`src/rtl/gpio_port_pkg.sv`:
```
package gpio_port_pkg;
  localparam int unsigned PORT_W = 8;
  localparam int unsigned ADR_W  = 2;

  localparam logic [ADR_W-1:0] OFS_DATA = 2'd0;
  localparam logic [ADR_W-1:0] OFS_PINS = 2'd1;
  localparam logic [ADR_W-1:0] OFS_DIR  = 2'd2;

  typedef enum logic [1:0] {
    OWN_GPIO = 2'd0,
    OWN_UART = 2'd1,
    OWN_SPI  = 2'd2
  } pin_owner_e;
endpackage

```
`src/rtl/gpio_pad_sync.sv`:
```
module gpio_pad_sync #(
  parameter int unsigned W      = 8,
  parameter int unsigned STAGES = 2
) (
  input  logic         clk,
  input  logic [W-1:0] d_async,
  output logic [W-1:0] q_sync
);
  logic [W-1:0] stage_q [STAGES];
  logic [W-1:0] stage_d [STAGES];

  // Not reset: the pin view is left alone by reset.
  always_comb begin
    stage_d[0] = d_async;
    for (int s = 1; s < STAGES; s++) stage_d[s] = stage_q[s-1];
  end

  generate
    for (genvar g = 0; g < STAGES; g++) begin : g_stage
      always_ff @(posedge clk) stage_q[g] <= stage_d[g];
    end
  endgenerate

  assign q_sync = stage_q[STAGES-1];
endmodule

```
`src/rtl/gpio_port_regs.sv`:
```
module gpio_port_regs
  import gpio_port_pkg::*;
#(
  parameter int unsigned W  = PORT_W,
  parameter int unsigned AW = ADR_W
) (
  input  logic          clk,
  input  logic          rst_n,
  input  logic          bus_sel,
  input  logic          bus_wr,
  input  logic [AW-1:0] bus_addr,
  input  logic [W-1:0]  bus_wdata,
  input  logic [W-1:0]  pin_sync,
  output logic [W-1:0]  data_q,
  output logic [W-1:0]  dir_q,
  output logic [W-1:0]  bus_rdata
);
  logic         wr_data_en, wr_dir_en, rd_en;
  logic [W-1:0] data_d, dir_d;

  assign wr_data_en = bus_sel && bus_wr && (bus_addr == OFS_DATA);
  assign wr_dir_en  = bus_sel && bus_wr && (bus_addr == OFS_DIR);
  assign rd_en      = bus_sel && !bus_wr;

  always_comb begin
    data_d = data_q;
    dir_d  = dir_q;
    if (wr_data_en) data_d = bus_wdata;
    if (wr_dir_en)  dir_d  = bus_wdata;
  end

  always_ff @(posedge clk or negedge rst_n) begin
    if (!rst_n) begin
      data_q <= '0;
      dir_q  <= '0;
    end else begin
      data_q <= data_d;
      dir_q  <= dir_d;
    end
  end

  always_comb begin
    bus_rdata = '0;
    if (rd_en) begin
      unique case (bus_addr)
        OFS_DATA: bus_rdata = (dir_q & data_q) | (~dir_q & pin_sync);
        OFS_PINS: bus_rdata = pin_sync;
        OFS_DIR:  bus_rdata = dir_q;
        default:  bus_rdata = '0;
      endcase
    end
  end

  // reset clears direction and data
  p_reset_clear_r1: assert property (@(posedge clk)
    !rst_n |=> (dir_q == '0 && data_q == '0));

  // writes to the pin view leave the registers untouched
  p_pins_readonly_r5: assert property (@(posedge clk) disable iff (!rst_n)
    (bus_sel && bus_wr && bus_addr == OFS_PINS) |=> ($stable(data_q) && $stable(dir_q)));

  // the pin view reads the synchroniser output
  p_pin_view_r4: assert property (@(posedge clk) disable iff (!rst_n)
    (bus_sel && !bus_wr && bus_addr == OFS_PINS) |-> (bus_rdata == pin_sync));
endmodule

```
`src/rtl/gpio_pin_mux.sv`:
```
module gpio_pin_mux
  import gpio_port_pkg::*;
#(
  parameter int unsigned W        = PORT_W,
  parameter int unsigned MOSI_PIN = 1,
  parameter int unsigned MISO_PIN = 0
) (
  input  logic [W-1:0] data_q,
  input  logic [W-1:0] dir_q,
  input  logic [W-1:0] pin_sync,
  input  logic         spi_en,
  input  logic         spi_mosi_out,
  input  logic         spi_mosi_oe,
  input  logic         spi_miso_out,
  input  logic         spi_miso_oe,
  input  logic         uart_en,
  input  logic         uart_txd,
  output logic         spi_mosi_in,
  output logic         spi_miso_in,
  output logic         uart_rxd,
  output logic [W-1:0] pad_out,
  output logic [W-1:0] pad_oe
);
  pin_owner_e shared_owner;

  always_comb begin
    if (spi_en)       shared_owner = OWN_SPI;
    else if (uart_en) shared_owner = OWN_UART;
    else              shared_owner = OWN_GPIO;
  end

  generate
    for (genvar p = 0; p < W; p++) begin : g_pin
      if (p == MOSI_PIN) begin : g_mosi
        always_comb begin
          unique case (shared_owner)
            OWN_SPI:  begin pad_out[p] = spi_mosi_out; pad_oe[p] = spi_mosi_oe; end
            OWN_UART: begin pad_out[p] = uart_txd;     pad_oe[p] = 1'b1;        end
            default:  begin pad_out[p] = data_q[p];    pad_oe[p] = dir_q[p];    end
          endcase
        end
      end else if (p == MISO_PIN) begin : g_miso
        always_comb begin
          unique case (shared_owner)
            OWN_SPI:  begin pad_out[p] = spi_miso_out; pad_oe[p] = spi_miso_oe; end
            OWN_UART: begin pad_out[p] = 1'b0;         pad_oe[p] = 1'b0;        end
            default:  begin pad_out[p] = data_q[p];    pad_oe[p] = dir_q[p];    end
          endcase
        end
      end else begin : g_plain
        assign pad_out[p] = data_q[p];
        assign pad_oe[p]  = dir_q[p];
      end
    end
  endgenerate

  assign spi_mosi_in = pin_sync[MOSI_PIN];
  assign spi_miso_in = pin_sync[MISO_PIN];
  assign uart_rxd    = pin_sync[MISO_PIN];

  // SPI wins over everything on the shared pins
  always_comb begin
    if (spi_en === 1'b1) begin
      p_spi_owns_r6: assert (pad_oe[MOSI_PIN] == spi_mosi_oe && pad_oe[MISO_PIN] == spi_miso_oe &&
                             pad_out[MOSI_PIN] == spi_mosi_out && pad_out[MISO_PIN] == spi_miso_out);
    end
  end

  // UART transmit always driven, receive never driven
  always_comb begin
    if (spi_en === 1'b0 && uart_en === 1'b1) begin
      p_uart_owns_r7: assert (pad_oe[MOSI_PIN] && !pad_oe[MISO_PIN] && pad_out[MOSI_PIN] == uart_txd);
    end
  end
endmodule

```
`src/rtl/gpio_altfn_port.sv`:
```
module gpio_altfn_port
  import gpio_port_pkg::*;
#(
  parameter int unsigned W           = PORT_W,
  parameter int unsigned AW          = ADR_W,
  parameter int unsigned SYNC_STAGES = 2,
  parameter int unsigned MOSI_PIN    = 1,
  parameter int unsigned MISO_PIN    = 0
) (
  input  logic          clk,
  input  logic          rst_n,
  input  logic          bus_sel,
  input  logic          bus_wr,
  input  logic [AW-1:0] bus_addr,
  input  logic [W-1:0]  bus_wdata,
  output logic [W-1:0]  bus_rdata,
  input  logic [W-1:0]  pad_in,
  output logic [W-1:0]  pad_out,
  output logic [W-1:0]  pad_oe,
  input  logic          spi_en,
  input  logic          spi_mosi_out,
  input  logic          spi_mosi_oe,
  input  logic          spi_miso_out,
  input  logic          spi_miso_oe,
  output logic          spi_mosi_in,
  output logic          spi_miso_in,
  input  logic          uart_en,
  input  logic          uart_txd,
  output logic          uart_rxd
);
  logic [1:0]   rst_pipe_q;
  logic         rst_int_n;
  logic [W-1:0] pin_sync, data_q, dir_q;

  // Asserted asynchronously, released on the clock.
  always_ff @(posedge clk or negedge rst_n) begin
    if (!rst_n) rst_pipe_q <= 2'b00;
    else        rst_pipe_q <= {rst_pipe_q[0], 1'b1};
  end
  assign rst_int_n = rst_pipe_q[1];

  gpio_pad_sync #(.W(W), .STAGES(SYNC_STAGES)) u_sync (
    .clk     (clk),
    .d_async (pad_in),
    .q_sync  (pin_sync)
  );

  gpio_port_regs #(.W(W), .AW(AW)) u_regs (
    .clk       (clk),
    .rst_n     (rst_int_n),
    .bus_sel   (bus_sel),
    .bus_wr    (bus_wr),
    .bus_addr  (bus_addr),
    .bus_wdata (bus_wdata),
    .pin_sync  (pin_sync),
    .data_q    (data_q),
    .dir_q     (dir_q),
    .bus_rdata (bus_rdata)
  );

  gpio_pin_mux #(.W(W), .MOSI_PIN(MOSI_PIN), .MISO_PIN(MISO_PIN)) u_mux (
    .data_q       (data_q),
    .dir_q        (dir_q),
    .pin_sync     (pin_sync),
    .spi_en       (spi_en),
    .spi_mosi_out (spi_mosi_out),
    .spi_mosi_oe  (spi_mosi_oe),
    .spi_miso_out (spi_miso_out),
    .spi_miso_oe  (spi_miso_oe),
    .uart_en      (uart_en),
    .uart_txd     (uart_txd),
    .spi_mosi_in  (spi_mosi_in),
    .spi_miso_in  (spi_miso_in),
    .uart_rxd     (uart_rxd),
    .pad_out      (pad_out),
    .pad_oe       (pad_oe)
  );

  // plain GPIO pins follow their direction bit
  p_gpio_oe_r2: assert property (@(posedge clk) disable iff (!rst_int_n)
    (pad_oe[W-1] == dir_q[W-1]) && (!dir_q[W-1] || pad_out[W-1] == data_q[W-1]));
endmodule

```
`config.mk`:
```
export PLATFORM = sky130hd
export DESIGN_NAME = gpio_altfn_port
export DESIGN_NICKNAME = d
export VERILOG_FILES = /design/src/rtl/gpio_port_pkg.sv /design/src/rtl/gpio_pad_sync.sv /design/src/rtl/gpio_port_regs.sv /design/src/rtl/gpio_pin_mux.sv /design/src/rtl/gpio_altfn_port.sv
export SDC_FILE = /design/constraint.sdc
export NUM_CORES = 1
export LEC_CHECK = 0
export BUFFER_PORTS_ARGS = -buffer_cell sky130_fd_sc_hd__clkbuf_2
export CORE_ASPECT_RATIO = 1.4
export CORE_MARGIN = 5
export CORE_UTILIZATION = 35
export DETAILED_ROUTE_END_ITERATION = 12
export GPL_TIMING_DRIVEN = 0
export HOLD_SLACK_MARGIN = 0.08
export PLACE_DENSITY_LB_ADDON = 0.2
export SYNTH_ARGS = -nofsm -noshare
export SYNTH_HDL_FRONTEND = slang
export SYNTH_SLANG_ARGS = --single-unit
```
`constraint.sdc`:
```
create_clock -name clk -period 1.6 [get_ports clk]
set_input_delay 0.08 -clock clk [delete_from_list [all_inputs] [get_ports clk]]
set_output_delay 0.08 -clock clk [all_outputs]
set_load 0.02 [all_outputs]
```
==> run metrics <==
outcome=complete, no violations; Mapped Nets=between 100 and 150; Pre-antenna DRT Iters=4; Clock Tree Root=clkbuf_8; row count=27; GR Overflow Total=0; proportion of synthesized area in mux cells=0.138; clock group share of total power=0.264; post-synthesis sequential area ratio=0.559; Area after DPL=~1700 um^2; Peak Freq=around 0.73 GHz; max cap viols=0; Inserted Clock Buffers=5; relative slew slack=0.550; Cell Chain, Critical Path=nand2b_1 > nor3_1 > a211oi_1 > clkbuf_2; clk_skew=approximately 0.0044 ns; first-pass GRT wire length=~5.1 mm; fin crit share=0.855; Die Ht=~84 um; TNS Setup=0 ns; post-route insts no fill=around 240; Antenna Nets Post-Route=0; Crit path arrival time=between 1 and 1.5 ns; commonest non-fill, non-tap cell in the layout=clkbuf_2; number of antenna diodes=0; RePlAce Congestion=0.709; Tightest Hold Check Type=in -> async; Req. time, crit path=about 1.5 ns; Pint=around 1.6 mW; Compound-Gate Fraction of Synth Area=0.0635; Post-Synth XOR/XNOR Area=0; worst-skew pair later-pin latency=between 0.2 and 0.3 ns; Gate power share=0.254; routed wire length=between 3 and 4 mm; main combinational cell family by area after synthesis=simple AND/OR/NAND/NOR gates; maximum VDD drop=0.563 mV; Tmin final=between 1 and 1.5 ns; Detail Placement HPWL=2.36 mm; Synth-to-Final Area Change=41.7%; Leak=approximately 0.93 nW; initial antenna violation count=0; critical path type=reg -> out; fin nets=220; initial core utilization=0.355; area of the die=5310 um^2; dpl cells=210; Ports=56; Via-to-Cell Ratio=about 4.6; via count=about 1100; largest net degree at the start of global routing=17; Critical Path End Type=output port; Die W=between 60 and 70 um; most frequent cells in the layout=54 x clkbuf_2, 18 x dfrtp_1, 17 x dlygate4sd3_1; CP Launch Type=flop; initial drt markers=12; Psw=0.611 mW; Fin. Hold Viols=0; Layout fillers=between 300 and 400; CTS tree=built; pwr/cell area=~1100 nW/um^2; simple-gate share of the synthesized area=0.146; CP max-delay cell=dfrtp_1; CTS sink cnt=34; H-tree depth=2; Core Region=between 3000 and 4000 um^2; Tot GR Track Use=0.123; Setup Viol. Count Final=0; Synth Cell Area=between 1000 and 1500 um^2; max incr delay on CP=0.40 ns; IO buf count=54; Worst-Margin Slew=just under 0.7 ns; Reg power frac=0.482; Residual DRC=0; Bufs on Longest Clock Path=2; Synth warnings=0; max-slew violation count=0; Cells after Synth=113; clock slew at reported path FFs=about 0.060 ns; post-layout total power=2.18 mW; switching part of the total=0.280; Avg WL per Cell=13.3 um; layout cells sized above 1=0.484; vias in the first global route=~1200; adder-cell share of the synthesized area=0; number of distinct library cells after synthesis=18; synthesized flop and latch total=34; Syn Area/Cell=around 12 um^2; design area=between 1500 and 2000 um^2; CP max FO=3; RSZ-0062 raised after global routing=false
## worst max-delay path, delay by kind of cell (launching register included)
kind,cells,cell delay [ns]
AO/OA/AOI/OAI,1,0.24
buffers and inverters,1,0.23
flip-flops,1,0.40
AND/OR/NAND/NOR,2,0.15
## power by group through the flow
stage	Clock (mW)	Combinational, mW	Sequential, mW
detailed placement	0	0.530	1.07
global placement	0	0.518	1.06
CTS	0.603	0.564	1.05
finish	0.576	0.554	1.05
floorplan	0	0.375	1.05
global route	0.638	0.599	1.06
## cells in the mapped netlist
| cell type | number | area share |
|---|---|---|
| dfrtp_1 | 18 | 0.33 |
| dfxtp_1 | 16 | 0.23 |
| mux2_2 | 16 | 0.13 |
| nand2b_1 | 16 | 0.073 |
| buf_4 | 13 | 0.071 |
| a211oi_1 | 8 | 0.044 |
| nor3_1 | 8 | 0.029 |
| nand2_1 | 4 | 0.011 |
| a22o_1 | 2 | 0.013 |
| buf_6 | 2 | 0.016 |
| nor2_1 | 2 | 0.0054 |
| o21ai_0 | 2 | 0.0073 |
| buf_2 | 1 | 0.0036 |
| conb_1 | 1 | 0.0027 |
| mux2i_1 | 1 | 0.0073 |
| nand3b_1 | 1 | 0.0054 |
| nand4b_2 | 1 | 0.011 |
| nor3_4 | 1 | 0.012 |
## flip-flops by register name, indices dropped and copies added, names as in the netlist
signal and flops:
u_sync.stage_q 16, u_regs.data_q 8, u_regs.dir_q 8, rst_pipe_q 2
## routing by layer
metal	global-route usage	vias to the layer above	part of all wire
met3	0.0495	7	0.075
met1	0.102	510	0.34
met4	0.0714	0	0.020
li1	-	535	-
met2	0.234	37	0.57
met5	0	-	0
## stage by stage
stage / utilization / worst slack [ns] / hold WS (ns)
after detailed placement: 0.438 / 0.218 / -0.131
after global routing: 0.503 / 0.118 / 0.134
after CTS: 0.503 / 0.198 / 0.105
after global placement: 0.438 / 0.220 / -0.134
final: 0.503 / 0.232 / 0.118
after floorplan: - / 0.404 / -0.216
## cells by family (layout without fill, tap and decap cells)
logic type,count (synthesis),count (layout)
flip-flops,34,34
other,1,1
multiplexers,17,17
AO/OA/AOI/OAI,12,12
buffers and inverters,16,95
AND/OR/NAND/NOR,33,33
## what timing repair did
item	4_1_cts	5_1_grt
hold buffers	17	0
resized for setup	0	0
hold endpoints to repair	26	0
setup buffers	0	0
## path summary, 6_finish.rpt
kind / cells past startpoint / startpoint / to / slack [ns]
min in group clk: 3 / bus_addr[1] / u_regs.data_q[1] / 0.27
worst max register to register: 1 / u_regs.dir_q[0] / u_regs.dir_q[0] / 0.81
max in group asynchronous: 0 / rst_pipe_q[1] / u_regs.data_q[0] / 0.89
worst min-delay path: 2 / rst_n / rst_pipe_q[0] / 0.12
worst min register to register: 0 / rst_pipe_q[1] / u_regs.data_q[5] / 0.28
worst max-delay path: 4 / u_regs.dir_q[3] / bus_rdata[3] / 0.23
## final cells by class
cell class                 count  area [um^2]  share of cell area
clock buffer                   8         80.1              0.0410
tap                           43         53.8              0.0275
sequential                    34          771               0.395
buffer                        16          125              0.0641
multi-input combinational     63          483               0.247
timing repair buffer          71          440               0.225
No activity file was read; power rests on OpenSTA's default activity.
